--- src/rtl/exc_ctrl.sv ---
module exc_ctrl #(
  parameter int                 XLEN        = 32,
  parameter int                 STEP_W      = 4,
  parameter logic [STEP_W-1:0]  DECODE_STEP = 4'd1,
  parameter logic [STEP_W-1:0]  RALU_STEP   = 4'd6,
  parameter logic [1:0]         VEC_SEL     = 2'b11
) (
  input  logic              clk,
  input  logic              rst_n,
  input  logic [STEP_W-1:0] step,
  input  logic              undef_op,
  input  logic              alu_ovf,
  input  logic [XLEN-1:0]   alu_result,
  input  logic [1:0]        pc_src_in,
  input  logic              reg_wr_in,
  output logic              epc_wr,
  output logic              cause_wr,
  output logic [1:0]        pc_src,
  output logic              reg_wr,
  output logic              exc_active,
  output logic [XLEN-1:0]   cause_q,
  output logic [XLEN-1:0]   epc_q
);

  logic exc_q;
  logic kind_q;
  logic hit_undef;
  logic hit_ovf;

  assign hit_undef = (step == DECODE_STEP) && undef_op;
  assign hit_ovf   = (step == RALU_STEP) && alu_ovf;

  always_ff @(posedge clk) begin
    if (!rst_n) begin
      exc_q  <= 1'b0;
      kind_q <= 1'b0;
    end else if (exc_q) begin
      exc_q  <= 1'b0;
    end else if (hit_undef) begin
      exc_q  <= 1'b1;
      kind_q <= 1'b0;
    end else if (hit_ovf) begin
      exc_q  <= 1'b1;
      kind_q <= 1'b1;
    end
  end

  always_ff @(posedge clk) begin
    if (!rst_n) begin
      cause_q <= '0;
      epc_q   <= '0;
    end else if (exc_q) begin
      cause_q <= {{(XLEN-1){1'b0}}, kind_q};
      epc_q   <= alu_result;
    end
  end

  assign exc_active = exc_q;
  assign epc_wr     = exc_q;
  assign cause_wr   = exc_q;
  assign pc_src     = exc_q ? VEC_SEL : pc_src_in;
  assign reg_wr     = reg_wr_in & ~exc_q;

  assert_entry_undef_R2: assert property (@(posedge clk) disable iff (!rst_n)
    (!exc_active && step == DECODE_STEP && undef_op) |=> (exc_active && cause_wr && epc_wr));

  assert_entry_ovf_R3: assert property (@(posedge clk) disable iff (!rst_n)
    (!exc_active && step == RALU_STEP && alu_ovf) |=> exc_active);

  assert_single_cycle_R10: assert property (@(posedge clk) disable iff (!rst_n)
    exc_active |=> !exc_active);

  assert_no_writeback_R6: assert property (@(posedge clk) disable iff (!rst_n)
    exc_active |-> !reg_wr);

  assert_cause_code_R4: assert property (@(posedge clk) disable iff (!rst_n)
    exc_active |=> (cause_q[XLEN-1:1] == '0));

  assert_epc_capture_R5: assert property (@(posedge clk) disable iff (!rst_n)
    exc_active |=> (epc_q == $past(alu_result)));

  assert_hold_R9: assert property (@(posedge clk) disable iff (!rst_n)
    !exc_active |=> ($stable(cause_q) && $stable(epc_q)));

endmodule

--- config.mk ---
export PLATFORM = sky130hd
export DESIGN_NAME = exc_ctrl
export DESIGN_NICKNAME = d
export VERILOG_FILES = /design/src/rtl/exc_ctrl.sv
export SDC_FILE = /design/constraint.sdc
export NUM_CORES = 1
export LEC_CHECK = 0
export ABC_CLOCK_PERIOD_IN_PS = 1450
export BUFFER_PORTS_ARGS = -buffer_cell sky130_fd_sc_hd__buf_2
export CORE_MARGIN = 8
export CORE_UTILIZATION = 40
export CTS_CLUSTER_SIZE = 10
export DETAILED_ROUTE_END_ITERATION = 8
export GPL_TIMING_DRIVEN = 0
export HOLD_SLACK_MARGIN = 0.06
export PLACE_DENSITY = 0.9
export SYNTH_ARGS = -nofsm -noshare
export SYNTH_HDL_FRONTEND = slang
export SYNTH_SLANG_ARGS = --single-unit
--- constraint.sdc ---
create_clock -name clk -period 1.45 [get_ports clk]
set_clock_uncertainty 0.1 [all_clocks]
set_input_delay 0.145 -clock clk [delete_from_list [all_inputs] [get_ports clk]]
set_output_delay 0.145 -clock clk [all_outputs]
set_load 0.05 [all_outputs]
# [Yosys cells after proc, flatten, opt, wreduce, memory -nomap -nowiden]
# Index checks and enable logic that the tools add are counted.
[totals] ff_bits=35 latchBits=0 ram_bits=0 rom_bits=0 in_bits=43 output_inout_bits=70 memories=0
[classes] n_addsub=0 mul=0 n_div=0 magnitude_cmp=0 n_eq_ne=2 n_shift=0 n_mux=5 n_bitwise=3 n_reduce_logical=5
[op_table] op="$eq A4 B1 Y1 const B" n=1
[op_table] op="$eq A4 B3 Y1 const B" n=1
[op_table] op="$mux W1" n=4
[op_table] op="$logic_and A1 B1 Y1" n=2
[op_table] op="$mux W2" n=1
[op_table] op="$not A1 Y1" n=2
[op_table] op="$reduce_and A2 Y1" n=1
[op_table] op="$reduce_bool A2 Y1" n=1
[op_table] op="$reduce_or A2 Y1" n=1
[op_table] op="$and A1 B1 Y1" n=1

# [Depth between registers and ports, before layout]
[depth] depth_word=4 mapped_depth=4 mapped_depth_nobuf=3

# [Worst setup path before layout]
# No wires, ideal clock.
[synth_timing] path_kind="reg-to-output" start="register exc_q (netlist: cause_wr)" end="output reg_wr" arrival_time_ns=1.584 t_required_ns=1.205 path_slack_ns=-0.379 path_stages_with_launch=4 n_path_buf=2 path_cell_list="dfxtp_1 > buf_6 > buf_6 > nor2b_1"
[synth_between] elab_chain_len=2
[synth_lines] element="start: declaration" line_no="25" text="logic exc_q;"
[synth_lines] element="start signal: assignment" line_no="35" text="exc_q <= 1'b0;"
[synth_lines] element="start signal: assignment" line_no="38" text="exc_q <= 1'b0;"
[synth_lines] element="start signal: assignment" line_no="40" text="exc_q <= 1'b1;"
[synth_lines] element="$not A1 Y1 (no line)"
[synth_lines] element="$and A1 B1 Y1" line_no="62" text="assign reg_wr = reg_wr_in & ~exc_q;"
[synth_lines] element="end: declaration" line_no="19" text="output logic reg_wr,"
# Every way passes these cells.

# [Worst setup path after layout]
[layout_timing] start="register exc_q (netlist: cause_wr)" end="output pc_src[0]"
[layout_between] elab_chain_len=1
[layout_lines] element="$mux W2" line_no="61" text="assign pc_src = exc_q ? VEC_SEL : pc_src_in;"
[layout_lines] element="end: declaration" line_no="18" text="output logic [1:0] pc_src,"
# Every way passes these cells.

==> impl_metrics.ini <==
[worst_hold_path]
hp-class = primary input to flip-flop
holdPathStages = 3
worstHoldEndpoint = kind_q$_SDFFE_PN0P_
worstHoldStart = alu_ovf

[worst_setup_path]
cp.required_ns = 1.21
slowest_stage = dfxtp_4
critPathArrivalTime_ns = 1.17
r2r_end = epc_q[6]$_SDFFE_PN0P_
endpoint_kind = output port
r2r_cells = 5
worst-path-buf-inv = 2
r2r-start = cause_wr$_SDFF_PP0_
worstPathMaxFanout = 6
slowest_delay_ns = 0.35
cp_top_family = flip-flops
worst-setup-path-type = flip-flop to output port
path_cells = buf_12 > or2_4 > buf_4
worst_setup_path_start_kind = flip-flop
rrSetupSlack_ns = 0.10

[timing]
maxSlewViolCount = 0
max_freq_mhz = 705
fin_ws_ns = 0.0306
period_needed_ns = 1.42
rsz0062_at_grt = no
tns_ns = 0
fin_crit_sh_pct = 97.9
hold_violations = 0
setup_violations = 0

[detailed_routing]
ant_nets = 0
route.met2.wl_um = 2750
drc = 0
first_pass_iters = 4
routedWlPerCell_um = 13.7
wl_um = 4910
dr_total_vias = 1512
topRoutingLayerUsed = met4
avgViaCountPerCell = 4.22
drt_first_iter_violations = 41
met1_length_um = 1540
dr_wl_met3_um = 438

[synth]
seq_area_frac_synth_pct = 44.6
postSynthAreaPerCell_um2 = 10.2
ys_ff_latch = 35
synth.distinct_cells = 19
synth.top_cell.area_share_pct = 44.6
syn_area_um2 = 1570
syn_inst = 154
synth_area_leader_cell = dfxtp_1
yosysWarnings = 0
synth_area_leaders = dfxtp_1 45%, mux2i_1 21%, buf_4 16%, nor2_1 7.9%, buf_8 1.9%

[clock_tree]
clock-sinks = 35
cts.reportedPaths.clkPinSlew_ns = 0.06
clock_latency_ns = 0.27
clockBufferDepth = 2
root_buffer = clkbuf_8
cts_tree = yes
cts_buffers = 5
htree_levels = 2

[placed_design]
place_hpwl_um = 3280
dp_slack_ns = 0.0628
gp_congestion = 0.692
dp_cells = 313
io_buffers = 81
placed_area_um2 = 2160

[pwr]
powerDensity_nw_per_um2 = 833
peakVddDrop_v = 0.000607
power_mw = 2.18
leakagePower_nw = 1.32

[run_status]
status = complete, no violations

[finish]
seqCellArea_um2 = 704
layout_common_cells = 79 x buf_2, 39 x buf_4, 34 x dfxtp_1
layout-drive-gt1-share_pct = 43.9
multiInputGateArea_um2 = 672
final_common_cell = buf_2
synthToLayoutAreaGrowth_pct = 66.7
nFillCells = 303
fin_area_um2 = 2620
n_antenna_cell = 0
final_cell_count_no_fill = 358
nNetsFinal = 352

[grt]
grt_pass1_vias = 1633
grt_pass1_wl_um = 7600
grt_start_max_net_pins = 11
overflow = 0
antenna_found_initial = 0
grt_usage_pct = 15.5

[job]
drv_cap = 0

[floorplan]
die_y_um = 78.7
ioPinCount = 113
start_util_pct = 42.3
dieArea_um2 = 6190
rows = 22
fp.dieW_um = 78.7
core_um2 = 3720
[cell usage after synthesis, drive strengths merged]
cell and count:
buf 37, dfxtp 35, nor2 34, mux2i 33
clkbuf 3, nor2b 2, or2 2, a21oi 1
a221oi 1, and4bb 1, clkinv 1, conb 1
inv 1, nand2 1, nand4 1
[worst max path at each step]
stage | depth (start not counted) | endpoint | start | slack [ns]
4_1_cts | 3 | pc_src[0] | cause_wr$_SDFF_PP0_ | 0.004
6_report | 3 | pc_src[0] | cause_wr$_SDFF_PP0_ | 0.03
3_5_place_dp | 4 | pc_src[1] | cause_wr$_SDFF_PP0_ | 0.06
5_1_grt | 3 | pc_src[0] | cause_wr$_SDFF_PP0_ | 0.002
2_1_floorplan | 3 | reg_wr | cause_wr$_SDFF_PP0_ | 0.01
3_3_place_gp | 4 | pc_src[1] | cause_wr$_SDFF_PP0_ | 0.07
[flip-flops by register name, indices dropped and copies added, names as in the netlist]
signal and flops:
cause_wr 1, cause_q 1, kind_q 1, epc_q 32
[cells by family (layout without fill, tap and decap cells)]
group           count (synthesis)  after routing  synth area share [%]
compound gates                  2              2                  1.27
buf+inv                        42            168                  20.3
flops                          35             35                  44.6
mux                            33             33                  21.0
simple gates                   41             41                  12.6
other cells                     1             31                 0.239
[timing repair]
item | in CTS | in global routing
endpoints found under the hold margin | 33 | 0
setup buffers | 5 | 0
resized for setup | 7 | 2
setup endpoints to repair | 3 | 1
hold buffers | 33 | 0
pin swaps | 0 | 0
cloned | 0 | 0
[where the power goes]
part / switching [mW] / internal (mW)
logic: 0.342 / 0.210
clock network: 0.313 / 0.336
registers: 0.00664 / 0.974
total: 0.662 / 1.52
[layout make-up]
cell class,count,area share [%]
repair buffers,119,30.0
flip-flops and latches,35,26.9
multi-input cells,107,25.6
plain buffers,39,11.8
clock buffers,7,2.91
well taps,48,2.29
inverters,2,0.287
clock inverters,1,0.191
[worst min-delay path: cells and delay by family]
| family | cells | cell delay (ns) |
|---|---|---|
| AO/OA/AOI/OAI | 1 | 0.06 |
| AND/OR/NAND/NOR | 1 | 0.10 |
| buffers and inverters | 1 | 0.10 |
[stage by stage]
stage / hold WS, ns / utilization, %
CTS: 0.0645 / 70.4
floorplan: 0.192 / -
finish: 0.0776 / 70.5
detailed placement: 0.288 / 58.0
global placement: 0.276 / 58.0
global route: 0.0768 / 70.5
[metal layers]
| metal | GRT usage, % | up-vias |
|---|---|---|
| li1 | - | 742 |
| met3 | 6.26 | 17 |
| met4 | 7.41 | 0 |
| met1 | 12.7 | 684 |
| met2 | 30.7 | 69 |
| met5 | 0 | - |
No activity file was read; power rests on OpenSTA's default activity.
